==> src/rtl/ir_edge_pkg.sv <==
package ir_edge_pkg;
   typedef enum logic [1:0] {
      EDGE_DECODER = 2'd0,
      EDGE_BOTH    = 2'd1,
      EDGE_FALL    = 2'd2,
      EDGE_RISE    = 2'd3
   } edge_mode_e;
endpackage

==> src/rtl/ir_sync.sv <==
module ir_sync #(
   parameter int   STAGES  = 2,
   parameter logic RST_VAL = 1'b1
) (
   input  logic clk,
   input  logic rst_n,
   input  logic d,
   output logic q
);
   logic [STAGES-1:0] chain;

   always_ff @(posedge clk or negedge rst_n) begin
      if (!rst_n) chain <= {STAGES{RST_VAL}};
      else        chain <= {chain[STAGES-2:0], d};
   end

   assign q = chain[STAGES-1];
endmodule

==> src/rtl/ir_tick_gen.sv <==
module ir_tick_gen #(
   parameter int W = 12
) (
   input  logic         clk,
   input  logic         rst_n,
   input  logic         run,
   input  logic         restart,
   input  logic [W-1:0] period_m1,
   output logic         tick
);
   logic [W-1:0] cnt;

   assign tick = run && (cnt >= period_m1);

   always_ff @(posedge clk or negedge rst_n) begin
      if (!rst_n)                       cnt <= '0;
      else if (!run || restart || tick) cnt <= '0;
      else                              cnt <= cnt + 1'b1;
   end
endmodule

==> src/rtl/ir_deglitch.sv <==
module ir_deglitch #(
   parameter int   FW      = 3,
   parameter logic RST_VAL = 1'b1
) (
   input  logic          clk,
   input  logic          rst_n,
   input  logic          run,
   input  logic          tick,
   input  logic          din,
   input  logic [FW-1:0] thresh,
   output logic          level,
   output logic          accept
);
   localparam logic [FW-1:0] STAB_MAX = '1;
   logic [FW-1:0] stab;

   assign accept = run && (din != level) && (stab >= thresh);

   always_ff @(posedge clk or negedge rst_n) begin
      if (!rst_n) begin
         level <= RST_VAL;
         stab  <= '0;
      end else if (!run) begin
         level <= din;
         stab  <= '0;
      end else if (din == level) begin
         stab  <= '0;
      end else if (accept) begin
         level <= din;
         stab  <= '0;
      end else if (tick && stab != STAB_MAX) begin
         stab  <= stab + 1'b1;
      end
   end
endmodule

==> src/rtl/ir_edge_timer.sv <==
module ir_edge_timer
   import ir_edge_pkg::*;
#(
   parameter int DUR_W       = 13,
   parameter int PRESC_W     = 12,
   parameter int FILT_W      = 3,
   parameter int SYNC_STAGES = 2,
   parameter bit ACTIVE_LOW  = 1'b1
) (
   input  logic               clk,
   input  logic               rst_n,
   input  logic               soft_clr,
   input  logic               enable,
   input  logic [PRESC_W-1:0] base_time,
   input  logic [FILT_W-1:0]  filter_len,
   input  logic [1:0]         edge_sel,
   input  logic               ir_in,
   output logic [DUR_W-1:0]   duration,
   output logic               pulse_flag,
   output logic               irq
);
   localparam logic             IDLE_LVL = ACTIVE_LOW ? 1'b1 : 1'b0;
   localparam logic [DUR_W-1:0] DUR_MAX  = '1;

   if (SYNC_STAGES < 2) begin : g_bad_sync
      $error("SYNC_STAGES must be at least 2");
   end
   if (DUR_W < 2 || PRESC_W < 1 || FILT_W < 1) begin : g_bad_width
      $error("DUR_W must be >= 2, PRESC_W and FILT_W >= 1");
   end

   logic run, line_s, lvl, accept, tick, sel, ended_mark;
   logic [DUR_W-1:0] ivl, ivl_now;

   assign run = enable & ~soft_clr;

   ir_sync #(.STAGES(SYNC_STAGES), .RST_VAL(IDLE_LVL)) u_sync (
      .clk(clk), .rst_n(rst_n), .d(ir_in), .q(line_s)
   );

   ir_tick_gen #(.W(PRESC_W)) u_tick (
      .clk(clk), .rst_n(rst_n), .run(run), .restart(sel),
      .period_m1(base_time), .tick(tick)
   );

   ir_deglitch #(.FW(FILT_W), .RST_VAL(IDLE_LVL)) u_filt (
      .clk(clk), .rst_n(rst_n), .run(run), .tick(tick), .din(line_s),
      .thresh(filter_len), .level(lvl), .accept(accept)
   );

   always_comb begin
      case (edge_mode_e'(edge_sel))
         EDGE_BOTH: sel = accept;
         EDGE_FALL: sel = accept & lvl;
         EDGE_RISE: sel = accept & ~lvl;
         default:   sel = 1'b0;
      endcase
   end

   if (ACTIVE_LOW) begin : g_mark_low
      assign ended_mark = ~lvl;
   end else begin : g_mark_high
      assign ended_mark = lvl;
   end

   assign ivl_now = (tick && ivl != DUR_MAX) ? ivl + 1'b1 : ivl;

   always_ff @(posedge clk or negedge rst_n) begin
      if (!rst_n) begin
         ivl        <= '0;
         duration   <= '0;
         pulse_flag <= 1'b0;
         irq        <= 1'b0;
      end else if (soft_clr) begin
         ivl        <= '0;
         duration   <= '0;
         pulse_flag <= 1'b0;
         irq        <= 1'b0;
      end else begin
         irq <= sel;
         if (!enable) begin
            ivl <= '0;
         end else if (sel) begin
            duration   <= ivl_now;
            pulse_flag <= ended_mark;
            ivl        <= '0;
         end else begin
            ivl <= ivl_now;
         end
      end
   end
endmodule

==> config.mk <==
export PLATFORM = sky130hd
export DESIGN_NAME = ir_edge_timer
export DESIGN_NICKNAME = d
export VERILOG_FILES = /design/src/rtl/ir_edge_pkg.sv /design/src/rtl/ir_sync.sv /design/src/rtl/ir_tick_gen.sv /design/src/rtl/ir_deglitch.sv /design/src/rtl/ir_edge_timer.sv
export SDC_FILE = /design/constraint.sdc
export NUM_CORES = 1
export LEC_CHECK = 0
export BUFFER_PORTS_ARGS = -buffer_cell sky130_fd_sc_hd__buf_2
export CORE_UTILIZATION = 36
export CTS_CLUSTER_DIAMETER = 60
export DETAILED_ROUTE_END_ITERATION = 7
export PLACE_DENSITY = 0.62
export SLEW_MARGIN = 10
export SYNTH_ARGS = -nofsm -noshare
export SYNTH_HDL_FRONTEND = slang
export SYNTH_SLANG_ARGS = --single-unit
==> constraint.sdc <==
create_clock -name clk -period 2.03 [get_ports clk]
set_input_delay 0.406 -clock clk [delete_from_list [all_inputs] [get_ports clk]]
set_output_delay 0.406 -clock clk [all_outputs]
set_load 0.1 [all_outputs]
Yosys cells after proc, flatten, opt, wreduce, memory -nomap -nowiden
Cells that the tools add are included.
{"block": "totals", "register_bits": 46, "latchBits": 0, "ram_bits": 0, "rom_bits": 0, "inputBits": 22, "out_inout_bits": 15, "word_cells": 60, "n_memories": 0}
{"block": "op_classes", "addsub": 3, "mul": 0, "n_div": 0, "order_cmp": 2, "n_eq_ne": 10, "shift": 0, "n_mux": 20, "n_bitwise": 5, "reduce_logical": 12}
{"op": "13-bit two-way mux", "count": 7}
{"op": "13-bit by 1-bit adder with 13-bit output, second input constant", "count": 1}
{"op": "13-bit != test, second input constant", "count": 1}
{"op": "12-bit by 1-bit adder with 12-bit output, second input constant", "count": 1}
{"op": "12-bit greater-or-equal comparator", "count": 1}
{"op": "12-bit two-way mux", "count": 1}
{"op": "3-bit two-way mux", "count": 4}
{"op": "1-bit two-way mux", "count": 7}
{"op": "1-bit logical AND", "count": 5}
{"op": "2-bit == test, second input constant", "count": 2}
{"op": "2-bit != test, second input constant", "count": 2}
{"op": "4-bit != test, second input constant", "count": 1}
{"op": "2-bit AND reduction", "count": 2}
{"op": "2-bit nonzero test", "count": 2}
{"op": "3-bit by 1-bit adder with 3-bit output, second input constant", "count": 1}
{"op": "1-bit bitwise AND", "count": 3}
{"op": "3-bit greater-or-equal comparator", "count": 1}
{"op": "3-bit != test, second input constant", "count": 1}
{"op": "1-bit case mux with 3 select lines", "count": 1}
{"op": "2-bit by 1-bit == test with 1-bit output, second input constant", "count": 1}
{"op": "1-bit logical OR", "count": 2}
{"op": "1-bit inverter", "count": 2}
{"op": "1-bit == test", "count": 1}
{"op": "1-bit zero test", "count": 1}
{"op": "1-bit != test", "count": 1}

Longest topological paths before layout
{"block": "depth", "depth_word": 9, "depth_mapped": 10, "mapped_depth_nobuf": 9}

Modules after synthesis
Synthesis repeated with hierarchy kept, for this count alone.
{"block": "unflattened", "cells_unflattened": 269, "hier_area_um2": 2727.6}
{"module": "ir_edge_timer", "n_inst": 1, "cells_per_inst": 139, "area_per_inst_um2": 1441.4, "seq_area_each_um2": 700.7}
{"module": "ir_tick_gen", "n_inst": 1, "cells_per_inst": 98, "area_per_inst_um2": 930.9, "seq_area_each_um2": 300.3}
{"module": "ir_deglitch", "n_inst": 1, "cells_per_inst": 30, "area_per_inst_um2": 302.8, "seq_area_each_um2": 101.3}
{"module": "ir_sync", "n_inst": 1, "cells_per_inst": 2, "area_per_inst_um2": 52.6, "seq_area_each_um2": 52.6}

Worst setup path after synthesis
Ideal clock, no wire load.
{"block": "synth_path", "kind": "input to register", "from": "input base_time[2]", "to": "register ivl[0]", "setup_ps": 78, "t_arrival_ps": 2075, "required_ps": 1952, "setup_slack_ps": -123, "cell_stages": 10, "n_path_buf": 2, "cell_sequence": "inv_1 -> ha_1 -> a211oi_1 -> o21ai_0 -> a21oi_1 -> o21a_1 -> buf_4 -> buf_2 -> o21ai_0 -> a21oi_1"}
{"block": "synth_between", "elab_chain_cells": 7}
{"item": "from (decl)", "line_no": "ir_edge_timer.sv:14", "rtl": "input logic [PRESC_W-1:0] base_time,"}
{"item": "12-bit greater-or-equal comparator", "line_no": "ir_tick_gen.sv:13", "rtl": "assign tick = run && (cnt >= period_m1);"}
{"item": "1-bit logical AND", "line_no": "ir_tick_gen.sv:13"}
{"item": "1-bit logical AND", "line_no": "ir_edge_timer.sv:66", "rtl": "assign ivl_now = (tick && ivl != DUR_MAX) ? ivl + 1'b1 : ivl;"}
{"item": "13-bit two-way mux", "line_no": "ir_edge_timer.sv:66"}
{"item": "13-bit two-way mux", "line_no": "ir_edge_timer.sv:83", "rtl": "end else if (sel) begin"}
{"item": "13-bit two-way mux", "line_no": "ir_edge_timer.sv:81", "rtl": "if (!enable) begin"}
{"item": "13-bit two-way mux", "line_no": "ir_edge_timer.sv:74", "rtl": "end else if (soft_clr) begin"}
{"item": "to (signal assigned)", "line_no": "ir_edge_timer.sv:88", "rtl": "ivl <= ivl_now;"}
{"item": "to (decl)", "line_no": "ir_edge_timer.sv:33", "rtl": "logic [DUR_W-1:0] ivl, ivl_now;"}
Every way passes these cells.
A chain may end at the register's enable or synchronous reset.

Worst setup path after layout
{"block": "layout_path", "from": "register u_filt.level", "to": "register duration[8]"}
{"block": "layout_between", "elab_chain_cells": 7, "elab_cells_between_ends": 9}
{"item": "from (decl)", "line_no": "ir_deglitch.sv:11", "rtl": "output logic level,"}
{"item": "from (signal assigned)", "line_no": "ir_deglitch.sv:24", "rtl": "level <= din;"}
{"item": "from (signal assigned)", "line_no": "ir_deglitch.sv:29", "rtl": "level <= din;"}
{"item": "1-bit != test", "line_no": "ir_deglitch.sv:17", "rtl": "assign accept = run && (din != level) && (stab >= thresh);"}
{"item": "1-bit logical AND (2 in series)", "line_no": "ir_deglitch.sv:17"}
{"item": "1-bit bitwise AND (on tied branches)", "line_no": "ir_edge_timer.sv:55, ir_edge_timer.sv:54"}
{"item": "1-bit case mux with 3 select lines *", "line_no": "ir_edge_timer.sv:52", "rtl": "case (edge_mode_e'(edge_sel))"}
{"item": "2-bit nonzero test (no source line) *"}
{"item": "2-bit AND reduction (no source line) *"}
{"item": "to (signal assigned)", "line_no": "ir_edge_timer.sv:84", "rtl": "duration <= ivl_now;"}
{"item": "to (decl)", "line_no": "ir_edge_timer.sv:18", "rtl": "output logic [DUR_W-1:0] duration,"}
Mark *: on every way between the ends. The rest lies on a longest branch, timed or not.

==> impl_metrics.env <==
export IMPL_status="complete, but fails checks"
export IMPL_failed_checks="negative setup slack"
export IMPL_fin_crit_sh_pct=103
export IMPL_design_area_um2=4100
export IMPL_ys_top_cells_by_area="dfrtp_1 37%, ha_1 8.1%, nand3_1 4.9%"
export IMPL_setup_violations=8
export IMPL_setup_slack_ps=-66.8
export IMPL_r2r_start="u_filt.level"
export IMPL_ios=37
export IMPL_hp_class="in -> async"
export IMPL_area_growth_pct=39.5
export IMPL_synth_edf_count=0
export IMPL_synth_seq_cells=46
export IMPL_cts_buffers=5
export IMPL_vias=2841
export IMPL_layout_nets=456
export IMPL_syn_inst=323
export IMPL_cts_tree="done"
export IMPL_fin_util_pct=52.5
export IMPL_rsz0062_at_grt="true"
export IMPL_rr_endpoint="duration[8]"
export IMPL_first_pass_iters=4
export IMPL_path_max_fanout=7
export IMPL_p_per_area_nw_per_um2=418
export IMPL_place_gp_congestion=0.801
export IMPL_diodes=0
export IMPL_p_leak_nw=1.82
export IMPL_core_area_um2=7810
export IMPL_grt_overflow_total=0
export IMPL_ir_worst_vdd_uv=223
export IMPL_ys_flop_type="dfrtp_1"
export IMPL_vias_per_cell=5.48
export IMPL_worstPathRequired_ps=2210
export IMPL_fmax_mhz=477
export IMPL_r2r_slack_ps=-70
export IMPL_port_buffers=36
export IMPL_rows=32
export IMPL_grt_max_degree=34
export IMPL_clkTransAtPathRegs_ps=90
export IMPL_die_area_um2=8530
export IMPL_synth_nets=364
export IMPL_slew_limit_headroom_pct=66.2
export IMPL_yosys_area_top_type="dfrtp_1"
export IMPL_async_reset_ff_share_pct=100
export IMPL_wire_per_inst_um=15.3
export IMPL_top_layer="met4"
export IMPL_yosys_warnings=0
export IMPL_ant_nets=0
export IMPL_drc=0
export IMPL_clock_root_buffer="clkbuf_8"
export IMPL_crit_arrival_ps=2280
export IMPL_hold_viol_final=0
export IMPL_route_met3_wl_um=300
export IMPL_wl_met2_um=3850
export IMPL_synth_cell_types=48
export IMPL_wl_um=7940
export IMPL_finalCriticalPeriod_ps=2100
export IMPL_synth_top_area_share_pct=36.6
export IMPL_grt_pass1_vias=2743
export IMPL_ctsHoldBuffers=0
export IMPL_syn_area_um2=2940
export IMPL_tightest_slew_ps=507
export IMPL_die_x_um=92.4
export IMPL_clock_latency_ps=310
export IMPL_skew_ps=12.5
export IMPL_place_worst_setup_slack_ps=-263
export IMPL_wl_met1_um=3620
export IMPL_cap_violations=0
export IMPL_startpoint_type="register"
export IMPL_end_kind="register"
export IMPL_placed_area_um2=3570
export IMPL_antenna_found_initial=0
export IMPL_grt_pass1_wl_um=12800
export IMPL_die_y_um=92.4
export IMPL_drt_iter0_markers=175
export IMPL_clock_path_buffers=2
export IMPL_clock_sinks=46
export IMPL_r2r_cells=8
export IMPL_final_max_slew_viol_count=0
export IMPL_htreeDepth=2
export IMPL_drive_above_1_share_pct=42.1
export IMPL_dpl_hpwl_um=5270
export IMPL_crit_type="reg -> reg"
export IMPL_syn_area_per_cell_um2=9.10
export IMPL_ys_seq_area_share_pct=39.3
export IMPL_start_util_pct=37.7
export IMPL_grt_use_total_pct=18.7
-- critical path, cell delays in order, from the launching register on --
cell      delay [ps]
dfstp_2          570
nor3b_4          200
o21ai_2           80
a2111o_1         480
inv_4            140
buf_4            130
nor3b_1           50
a311oi_1         200
nand3_1          120
-- per-layer routing --
metal / vias to the layer above / global-route usage, %
li1: 1383 / -
met1: 1374 / 24.4
met2: 71 / 31.4
met3: 13 / 2.96
met4: 0 / 6.77
met5: - / 0
-- cell usage in the layout (no fill, tap or decap), types with 7 or more instances in the layout --
master / Yosys / final
ha_4: 0 / 7
a21oi_1: 17 / 11
and3_1: 8 / 7
o21ai_0: 14 / 10
nand3_1: 29 / 28
inv_1: 22 / 20
dfrtp_1: 43 / 43
o211ai_1: 11 / 11
nor2_1: 21 / 12
nor3b_1: 12 / 9
nand4_1: 8 / 8
nand2_1: 14 / 11
ha_1: 19 / 12
buf_2: 7 / 36
buf_4: 4 / 60
-- logic make-up after synthesis --
group	Yosys count	share of synthesized area, %
buffers and inverters	43	7.32
adders and majority gates	19	8.09
and+or+nand+nor	128	24.7
DFF	46	39.3
xor gates and xnor gates	10	2.98
muxes	1	0.383
AOI/OAI and AO/OA	76	17.3
-- state kept, by name, summed over array words and instances (netlist names) --
signal / flops
irq: 1
ivl: 13
pulse_flag: 1
u_tick.cnt: 12
u_filt.level: 1
u_sync.chain: 2
duration: 13
u_filt.stab: 3
-- how the worst max path moves through the flow --
stage               cells after the start  slack [ps]          end     startpoint
finish                                  8         -70  duration[8]   u_filt.level
global route                            8        -130  duration[8]   u_filt.level
CTS                                     6         -30  duration[0]   u_filt.level
detailed placement                      9        -260       ivl[4]   base_time[7]
global placement                       10        -180  duration[8]  filter_len[0]
floorplan                               9          10       ivl[4]  base_time[11]
-- repair_timing --
item / in CTS / in global routing
gates cloned: 3 / 1
setup buffers: 1 / 8
resized for setup: 37 / 37
setup endpoints to repair: 36 / 41
pin swaps: 18 / 19
hold endpoints to repair: 0 / 0
-- where the power goes --
part	internal (mW)	total [mW]	switching, mW
Combinational	0.0825	0.183	0.101
Sequential	0.924	0.928	0.00397
Clock	0.276	0.602	0.327
-- stage by stage --
step / total power, mW / setup TNS [ps] / instances / hold slack, ps
2_1_floorplan: 1.01 / 0 / 323 / 110
4_1_cts: 1.71 / -92.4 / 509 / 71.1
3_5_place_dp: 1.09 / -6700 / 498 / 354
5_1_grt: 1.78 / -2430 / 518 / 82.7
3_3_place_gp: 1.08 / -4650 / 498 / 347
6_report: 1.71 / -268 / 518 / 58.5
-- cell usage after synthesis, drive strengths merged, types with 11 or more instances --
cell and instances:
buf 15, inv 23, o211ai 11, o21ai 14, nand3 29, nor3b 12
nand2 15, ha 19, dfrtp 43, a21oi 17, nor2 21
-- final cells by class --
type                            count  area [um^2]
Inverter                           23         88.8
Timing Repair Buffer              102          702
Multi-Input combinational cell    237         1940
Fill cell                         700         3700
Clock buffer                        7         86.3
Tap cell                          102          128
Sequential cell                    46         1150
Clock inverter                      1         5.00
Note: power is estimated with default switching activity, not from simulation.
